### config.mk
export PLATFORM = sky130hd
export DESIGN_NAME = pic_wake_ctrl
export DESIGN_NICKNAME = d
export VERILOG_FILES = /design/src/rtl/pic_pkg.sv /design/src/rtl/pic_sync.sv /design/src/rtl/pic_regs.sv /design/src/rtl/pic_combine.sv /design/src/rtl/pic_wake_ctrl.sv
export SDC_FILE = /design/constraint.sdc
export NUM_CORES = 1
export LEC_CHECK = 0
export BUFFER_PORTS_ARGS = -buffer_cell sky130_fd_sc_hd__buf_2
export CAP_MARGIN = 20
export CORE_MARGIN = 3
export CORE_UTILIZATION = 46
export CTS_BUF_LIST = sky130_fd_sc_hd__clkbuf_2 sky130_fd_sc_hd__clkbuf_4 sky130_fd_sc_hd__clkbuf_8
export CTS_CLUSTER_DIAMETER = 30
export DETAILED_ROUTE_END_ITERATION = 16
export GPL_TIMING_DRIVEN = 0
export PLACE_DENSITY = 0.81
export SLEW_MARGIN = 20
export SYNTH_ARGS = -nofsm -noshare
export SYNTH_HDL_FRONTEND = slang
export SYNTH_SLANG_ARGS = --single-unit
### constraint.sdc
create_clock -name clk -period 0.9 [get_ports clk]
set_input_delay 0.135 -clock clk [delete_from_list [all_inputs] [get_ports clk]]
set_output_delay 0.135 -clock clk [all_outputs]
set_load 0.005 [all_outputs]
### src/rtl/pic_pkg.sv
// Package: shared register address codes for the peripheral interrupt controller.
// Assumes a two-bit register address.
package pic_pkg;
    typedef enum logic [1:0] {
        ADDR_STAT = 2'd0,
        ADDR_MASK = 2'd1,
        ADDR_WAKE = 2'd2,
        ADDR_NONE = 2'd3
    } pic_addr_e;
endpackage

### src/rtl/pic_sync.sv
// Module: two-flop synchronizer per request line. The second stage is the
// pending-status register. Assumes request lines are level-sensitive.
module pic_sync #(
    parameter int NUM_SRC = 8
) (
    input  logic               clk,
    input  logic               rst_n,
    input  logic [NUM_SRC-1:0] req_in,
    output logic [NUM_SRC-1:0] status
);
    logic [NUM_SRC-1:0] stage1;

    for (genvar gi = 0; gi < NUM_SRC; gi++) begin : g_bit
        // Purpose: move one request bit through two flops into status.
        always_ff @(posedge clk) begin
            if (!rst_n) begin
                stage1[gi] <= 1'b0;
                status[gi] <= 1'b0;
            end else begin
                stage1[gi] <= req_in[gi];
                status[gi] <= stage1[gi];
            end
        end
    end

    // Checker state: counts edges since reset, saturating at two.
    logic [1:0] warm;
    always_ff @(posedge clk) begin
        if (!rst_n)            warm <= 2'd0;
        else if (warm != 2'd2) warm <= warm + 2'd1;
    end

    a_r1_two_edge_latency: assert property (@(posedge clk) disable iff (!rst_n)
        (warm == 2'd2) |-> (status == $past(req_in, 2)));
endmodule

### src/rtl/pic_regs.sv
// Module: mask and wakeup-enable registers with a combinational read mux.
// Status is read-only. Bits at NUM_SRC and above read zero.
module pic_regs
    import pic_pkg::*;
#(
    parameter int NUM_SRC = 8,
    parameter int REG_W   = 32
) (
    input  logic               clk,
    input  logic               rst_n,
    input  logic               wr_en,
    input  logic [1:0]         addr,
    input  logic [REG_W-1:0]   wdata,
    input  logic [NUM_SRC-1:0] status,
    output logic [NUM_SRC-1:0] mask,
    output logic [NUM_SRC-1:0] wake_en,
    output logic [REG_W-1:0]   rdata
);
    localparam int PAD_W = REG_W - NUM_SRC;

    pic_addr_e sel;
    assign sel = pic_addr_e'(addr);

    // Purpose: load the mask on a write to its address; clear it on reset.
    always_ff @(posedge clk) begin
        if (!rst_n)                         mask <= '0;
        else if (wr_en && sel == ADDR_MASK) mask <= wdata[NUM_SRC-1:0];
    end

    // Purpose: load wake enable on a write to its address; set it on reset.
    always_ff @(posedge clk) begin
        if (!rst_n)                         wake_en <= '1;
        else if (wr_en && sel == ADDR_WAKE) wake_en <= wdata[NUM_SRC-1:0];
    end

    // Purpose: return the selected register, zero-extended.
    always_comb begin
        rdata = '0;
        case (sel)
            ADDR_STAT: rdata[NUM_SRC-1:0] = status;
            ADDR_MASK: rdata[NUM_SRC-1:0] = mask;
            ADDR_WAKE: rdata[NUM_SRC-1:0] = wake_en;
            default:   rdata = '0;
        endcase
    end

    if (PAD_W > 0) begin : g_pad
        logic unused_hi;
        assign unused_hi = ^wdata[REG_W-1:NUM_SRC];
        a_r8_upper_zero: assert property (@(posedge clk) disable iff (!rst_n)
            rdata[REG_W-1:NUM_SRC] == '0);
    end

    a_r2_status_addr_inert: assert property (@(posedge clk) disable iff (!rst_n)
        (wr_en && (sel == ADDR_STAT || sel == ADDR_NONE)) |=>
            (mask == $past(mask) && wake_en == $past(wake_en)));

    a_r7_wake_write_lands: assert property (@(posedge clk) disable iff (!rst_n)
        (wr_en && sel == ADDR_WAKE) |=> (wake_en == $past(wdata[NUM_SRC-1:0])));
endmodule

### src/rtl/pic_combine.sv
// Module: reduces status against mask and wake enable into the two core
// requests. The wake request is gated by core idle. Purely combinational.
// The clock is used only by the checks.
module pic_combine #(
    parameter int NUM_SRC = 8
) (
    input  logic               clk,
    input  logic               rst_n,
    input  logic [NUM_SRC-1:0] status,
    input  logic [NUM_SRC-1:0] mask,
    input  logic [NUM_SRC-1:0] wake_en,
    input  logic               core_idle,
    output logic               irq_out,
    output logic               wake_out
);
    // Purpose: form interrupt and wakeup requests from pending sources.
    always_comb begin
        irq_out  = |(status & mask);
        wake_out = core_idle & (|(status & wake_en));
    end

    a_r5_running_no_wake: assert property (@(posedge clk) disable iff (!rst_n)
        !core_idle |-> !wake_out);

    a_r6_masked_source_wakes: assert property (@(posedge clk) disable iff (!rst_n)
        (core_idle && ((status & wake_en & ~mask) != '0)) |-> wake_out);

    a_r4_masked_quiet: assert property (@(posedge clk) disable iff (!rst_n)
        ((status & mask) == '0) |-> !irq_out);
endmodule

### src/rtl/pic_wake_ctrl.sv
// Module: top of the peripheral interrupt controller. Synchronizes the request
// lines into status and holds the mask and wake-enable registers. Drives the
// combined interrupt and the idle-gated wakeup request.
module pic_wake_ctrl #(
    parameter int NUM_SRC = 8,
    parameter int REG_W   = 32
) (
    input  logic               clk,
    input  logic               rst_n,
    input  logic [NUM_SRC-1:0] irq_req,
    input  logic               core_idle,
    input  logic               reg_wr,
    input  logic [1:0]         reg_addr,
    input  logic [REG_W-1:0]   reg_wdata,
    output logic [REG_W-1:0]   reg_rdata,
    output logic               irq_out,
    output logic               wake_out
);
    logic [NUM_SRC-1:0] status;
    logic [NUM_SRC-1:0] mask;
    logic [NUM_SRC-1:0] wake_en;

    pic_sync #(.NUM_SRC(NUM_SRC)) u_sync (
        .clk(clk), .rst_n(rst_n), .req_in(irq_req), .status(status)
    );

    pic_regs #(.NUM_SRC(NUM_SRC), .REG_W(REG_W)) u_regs (
        .clk(clk), .rst_n(rst_n), .wr_en(reg_wr), .addr(reg_addr),
        .wdata(reg_wdata), .status(status), .mask(mask),
        .wake_en(wake_en), .rdata(reg_rdata)
    );

    pic_combine #(.NUM_SRC(NUM_SRC)) u_comb (
        .clk(clk), .rst_n(rst_n), .status(status), .mask(mask),
        .wake_en(wake_en), .core_idle(core_idle),
        .irq_out(irq_out), .wake_out(wake_out)
    );
endmodule

==> summary.txt, run 1 <==
Slew Viols, Final: 0
Core Footprint: 0.003128 sq mm
Multi-input gate area: 755.7 sq um
initial core utilization: 49.16%
1st-pass router iterations: 4
Final Skew: 0.0003495 ns
H-tree depth: 2
vias: 1212
vias per inst: 4.375
synthesis-stage register bit count: 32
maximum clock path buffer count: 2
GRT overflow: 0
CP Launch Type: flip-flop
clock root buffer: clkbuf_4
Setup WS post-layout: -0.3787 ns
critical path peak fanout: 3
post-synthesis sequential area ratio: 41.66%
Routed Antenna Nets: 0
Clock Sinks: 32
NumNets Final: 279
DP Area: 0.001834 sq mm
Pleak: 0.9521 nW
IO buf count: 31
Synth cell types: 21
switching power: 687.7 uW
initial antenna violation count: 0
fillcell total: 289
CP endpoint kind: primary output
Flop pwr share: 53.5%
Syn Area/Cell: 9.099 sq um
Area Overhead vs Synth: 28.89%
clock share of power: 30.9%
Clock transition at path regs: 0.09 ns
Die Area: 0.004072 sq mm
hold crit path type: in2reg
share of post-route cells with drive strength above 1: 44.21%
most common cell after layout, fill and taps aside: buf_2
post-DR wirelength/cell: 10.96 um
Max rail drop VDD: 939.3 uV
Worst Setup Path Type: reg2out
Yosys warnings: 0
failing checks: setup timing
DP HPWL: 2.311 mm
status: complete, but fails checks
final hold slack: 0.01046 ns
Hold Fails Final Rpt: 0
Pint: 2.177 mW
Final setup viols: 10
Max Fclk: 782.0 MHz
Buf/Inv on CP: 1
Req. time, crit path: 0.76 ns
antenna diode count: 0
clock latency on the worst-skew pair: 0.32 ns
IO Count: 80
Routed WL: 3.035 mm
Die Y: 63.82 um
vias in the first global route: 1031
post-CTS setup buffers: 0
CTS tree: built
first-iteration detailed-routing DRC count: 59
kind of cell adding the most delay to the critical path: flip-flops
Final Instance Area: 0.001982 sq mm
first-pass GRT wire length: 4.705 mm
Cells after Synth: 169
crit share post-route: 142.1%
Combinational Power Share: 15.6%
Crit path largest cell delay: 0.35 ns
Critical Path AT: 1.14 ns
power per cell area: 1445 mW/mm^2
critical path's slowest cell: dfxtp_2
row count: 20
Cell Area, Synth: 0.001538 sq mm
min Tclk post-route: 1.279 ns
Sw Share: 24.01%
most frequent cells in the layout: buf_2, nand2_1, buf_4
setup_tns: -2.669 ns
gr usage total: 14.98%
Seq. cell area: 663.1 sq um
drc violations: 0
CTS Buf Count: 5
max_cap viols: 0
Die Width: 63.82 um
worst-path cell chain: a22oi_2 -> nand4_1 -> buf_2
Placer Congestion: 0.8177
RSZ-0062 raised after global routing: true
largest net degree at the start of global routing: 11
-- path summary, 6_finish.rpt --
| check | start | to | slack [ns] | depth (start not counted) |
|---|---|---|---|---|
| max | u_sync.status[5]$_SDFF_PN0_ | irq_out | -0.38 | 3 |
| max reg2reg | u_regs.mask[1]$_SDFFE_PN0P_ | u_regs.mask[1]$_SDFFE_PN0P_ | 0.25 | 2 |
| min reg2reg | u_sync.stage1[2]$_SDFF_PN0_ | u_sync.status[2]$_SDFF_PN0_ | 0.44 | 1 |
| min | irq_req[7] | u_sync.stage1[7]$_SDFF_PN0_ | 0.01 | 2 |
-- power by group through the flow --
stage                     Combinational (mW)  Clock (mW)  Sequential, mW
after detailed placement               0.425           0            1.55
after global placement                 0.420           0            1.55
after global routing                   0.496       0.978            1.54
final                                  0.448       0.886            1.53
after floorplan                        0.305           0            1.54
after CTS                              0.436       0.915            1.53
-- what timing repair did --
item                                   4_1_cts  5_1_grt
hold buffers                                 0        3
resized for setup                           29        2
endpoints found under the hold margin        0        3
pin swaps                                    2        2
setup endpoints to repair                   10       10
-- flip-flops by register name (all words and copies together), names as in the netlist --
register / count
u_sync.stage1: 8
u_sync.status: 8
u_regs.mask: 8
u_regs.wake_en: 8
-- metrics by stage --
step | worst slack (ns) | utilization [%] | std cells | total power, mW
after detailed placement | -0.1606 | 58.64 | 267 | 1.976
after floorplan | 0.08027 | - | 192 | 1.844
after CTS | -0.3772 | 62.28 | 274 | 2.882
after global placement | -0.1640 | 58.64 | 267 | 1.969
after global routing | -0.4261 | 63.36 | 277 | 3.012
final | -0.3787 | 63.36 | 277 | 2.865
-- cells by family after synthesis --
| kind of cell | after synthesis | share of synthesized area [%] |
|---|---|---|
| AO/OA/AOI/OAI | 25 | 12.94 |
| buffers and inverters | 34 | 16.76 |
| flip-flops | 32 | 41.66 |
| multiplexers | 8 | 5.208 |
| other | 1 | 0.2439 |
| AND/OR/NAND/NOR | 69 | 23.19 |
-- layout make-up --
| type | count | share of cell area (%) |
|---|---|---|
| Multi-Input combinational cell | 126 | 38.13 |
| Sequential cell | 32 | 33.46 |
| Buffer | 33 | 12.82 |
| Timing Repair Buffer | 34 | 9.343 |
| Clock buffer | 7 | 3.283 |
| Tap cell | 44 | 2.778 |
| Inverter | 1 | 0.1894 |
-- routing by layer --
metal	track usage [%]	vias to the layer above	part of all wire [%]	wire length, um
met4	4.852	0	0.96	29
met1	18.13	520	45	1360
met3	6.327	6	6.1	184
li1	-	645	-	-
met5	0	-	0	0
met2	23.87	41	48	1460
-- synthesized netlist by cell type, drive strengths merged --
| master | instances | share of area (%) |
|---|---|---|
| dfxtp | 32 | 42 |
| nand2 | 32 | 7.8 |
| buf | 31 | 16 |
| and2 | 16 | 6.5 |
| nand3 | 16 | 5.2 |
| a21boi | 8 | 5.9 |
| a22oi | 8 | 3.9 |
| mux2i | 8 | 5.2 |
| o21ai | 8 | 2.6 |
| clkbuf | 2 | 0.49 |
| nand3b | 2 | 2.0 |
| a41oi | 1 | 0.57 |
| and3b | 1 | 0.65 |
| conb | 1 | 0.24 |
| inv | 1 | 0.24 |
| nand4 | 1 | 0.41 |
| nor2b | 1 | 0.57 |
Note: power is estimated with default switching activity, not from simulation.
==> inputs of run 2 (changes only) <==
ABC_CLOCK_PERIOD_IN_PS = 1300   (was not set)
clock period = 1.3 ns   (was 0.9 ns; I/O delays follow)
==> run 2 against run 1 <==
Effect of this change:
- the flow still finishes with violations (setup timing)
- via count rose by 1.2%
- register-to-register slack improved by 0.40 ns
- design area fell by 1.6%
- first-iteration DRC count did not move
- clock skew barely moved
- utilization fell by 1.0 points
- critical path type unchanged
- highest routed layer unchanged
==> summary.txt, run 2 (synthesized netlist as in run 1, its figures left out) <==
status: complete, but fails checks (unchanged)
failing checks: setup timing (unchanged)
DP HPWL: 2.311 mm (unchanged)
share of post-route cells with drive strength above 1: 44.35% (was 44.21%)
CTS Buf Count: 5 (unchanged)
Worst Setup Path Type: reg2out (unchanged)
critical path's slowest cell: dfxtp_2 (unchanged)
Pleak: 0.9400 nW (was 0.9521 nW)
CTS tree: built (unchanged)
setup_tns: -0.07544 ns (was -2.669 ns)
CP Launch Type: flip-flop (unchanged)
Sw Share: 24.30% (was 24.01%)
crit share post-route: 103.3%
Crit path largest cell delay: 0.35 ns (about the same)
vias in the first global route: 1032 (was 1031)
largest net degree at the start of global routing: 11 (unchanged)
post-CTS setup buffers: 0 (unchanged)
Flop pwr share: 53.5% (about the same)
Routed Antenna Nets: 0 (unchanged)
Multi-input gate area: 755.7 sq um (unchanged)
first-iteration detailed-routing DRC count: 59 (unchanged)
pre-CTS setup slack: 0.1194 ns (was -0.1606 ns)
Critical Path AT: 1.15 ns (was 1.14 ns)
clock share of power: 31.3% (was 30.9%)
vias: 1227 (was 1212)
Hold Fails Final Rpt: 0 (unchanged)
Req. time, crit path: 1.11 ns (was 0.76 ns)
IO Count: 80 (unchanged)
Final setup viols: 2 (was 10)
post-DR wirelength/cell: 11.16 um (was 10.96 um)
Setup WS post-layout: -0.04321 ns (was -0.3787 ns)
antenna diode count: 0 (unchanged)
worst-path cell chain: a22oi_2 -> nand4_1 -> buf_2 (unchanged)
vias per inst: 4.478 (was 4.375)
Combinational Power Share: 15.3% (was 15.6%)
Clock Sinks: 32 (unchanged)
clock latency on the worst-skew pair: 0.33 ns (was 0.32 ns)
Max Fclk: 744.5 MHz
initial antenna violation count: 0 (unchanged)
Seq. cell area: 661.9 sq um (was 663.1 sq um)
Max rail drop VDD: 650.3 uV (was 939.3 uV)
min Tclk post-route: 1.343 ns
Clock transition at path regs: 0.09 ns (about the same)
max_cap viols: 0 (unchanged)
final hold slack: 0.06430 ns (was 0.01046 ns)
IO buf count: 31 (unchanged)
drc violations: 0 (unchanged)
Die Y: 63.82 um (unchanged)
Final Skew: 0.0003000 ns (was 0.0003495 ns)
power per cell area: 1016 mW/mm^2 (was 1445 mW/mm^2)
NumNets Final: 276 (was 279)
most common cell after layout, fill and taps aside: buf_2 (unchanged)
maximum clock path buffer count: 2 (unchanged)
RSZ-0062 raised after global routing: true (unchanged)
initial core utilization: 49.16% (unchanged)
Area Overhead vs Synth: 26.85% (was 28.89%)
Pint: 1.501 mW (was 2.177 mW)
Placer Congestion: 0.8177 (unchanged)
CP endpoint kind: primary output (unchanged)
row count: 20 (unchanged)
fillcell total: 293 (was 289)
1st-pass router iterations: 4 (unchanged)
Core Footprint: 0.003128 sq mm (unchanged)
Die Width: 63.82 um (unchanged)
Slew Viols, Final: 0 (unchanged)
hold crit path type: in2reg (unchanged)
first-pass GRT wire length: 4.698 mm (was 4.705 mm)
GRT overflow: 0 (unchanged)
Routed WL: 3.058 mm (was 3.035 mm)
switching power: 481.6 uW (was 687.7 uW)
Die Area: 0.004072 sq mm (unchanged)
most frequent cells in the layout: buf_2, nand2_1, buf_4 (unchanged)
H-tree depth: 2 (unchanged)
clock root buffer: clkbuf_4 (unchanged)
gr usage total: 14.98% (unchanged)
critical path peak fanout: 3 (unchanged)
==> run 2: final timing paths <==
| check | slack, ns | to | cells after the start | from |
|---|---|---|---|---|
| worst max-delay path | -0.04 | irq_out | 3 | u_sync.status[5]$_SDFF_PN0_ |
| worst min-delay path | 0.06 | u_sync.stage1[7]$_SDFF_PN0_ | 2 | irq_req[7] |
| worst max register to register | 0.65 | u_regs.mask[3]$_SDFFE_PN0P_ | 2 | u_regs.mask[3]$_SDFFE_PN0P_ |
| worst min register to register | 0.44 | u_sync.status[2]$_SDFF_PN0_ | 1 | u_sync.stage1[2]$_SDFF_PN0_ |
==> run 2: critical path, delay by kind of cell (launching register included) <==
family,cells,cell delay (ns)
AND/OR/NAND/NOR,1,0.12
buffers and inverters,1,0.15
AO/OA/AOI/OAI,1,0.20
flip-flops,1,0.35
==> run 2: area by class of cell <==
| type | instances | share of cell area, % |
|---|---|---|
| multi-input cells | 126 | 38.74 |
| flip-flops and latches | 32 | 33.93 |
| plain buffers | 33 | 13.02 |
| repair buffers | 31 | 7.954 |
| clock buffers | 7 | 3.335 |
| well taps | 44 | 2.822 |
| inverters | 1 | 0.1924 |
==> run 2: timing repair <==
item | in CTS | in global routing
endpoints found under the setup margin | 3 | 9
hold buffers | 0 | 0
pin swaps | 2 | 2
gates resized for setup | 16 | 13
==> run 2: stage by stage <==
stage | instances | total power, mW | instance area, sq um | utilization [%]
global route | 274 | 2.078 | 1951 | 62.36
CTS | 274 | 1.990 | 1942 | 62.08
detailed placement | 267 | 1.368 | 1834 | 58.64
global placement | 267 | 1.363 | 1834 | 58.64
floorplan | 192 | 1.276 | 1624 | -
finish | 274 | 1.982 | 1951 | 62.36
==> run 2: power groups by stage <==
| stage | clock (mW) | sequential [mW] | combinational, mW |
|---|---|---|---|
| final | 0.619 | 1.06 | 0.303 |
| after floorplan | 0 | 1.07 | 0.211 |
| after detailed placement | 0 | 1.07 | 0.294 |
| after global placement | 0 | 1.07 | 0.291 |
| after CTS | 0.634 | 1.06 | 0.298 |
| after global routing | 0.677 | 1.07 | 0.336 |
==> run 2: layer usage <==
| metal | routed length [um] | up-vias | track usage [%] |
|---|---|---|---|
| met5 | 0 | - | 0 |
| met4 | 33 | 0 | 4.852 |
| met3 | 211 | 5 | 6.327 |
| met2 | 1482 | 49 | 24.00 |
| met1 | 1330 | 533 | 18.02 |
| li1 | - | 640 | - |
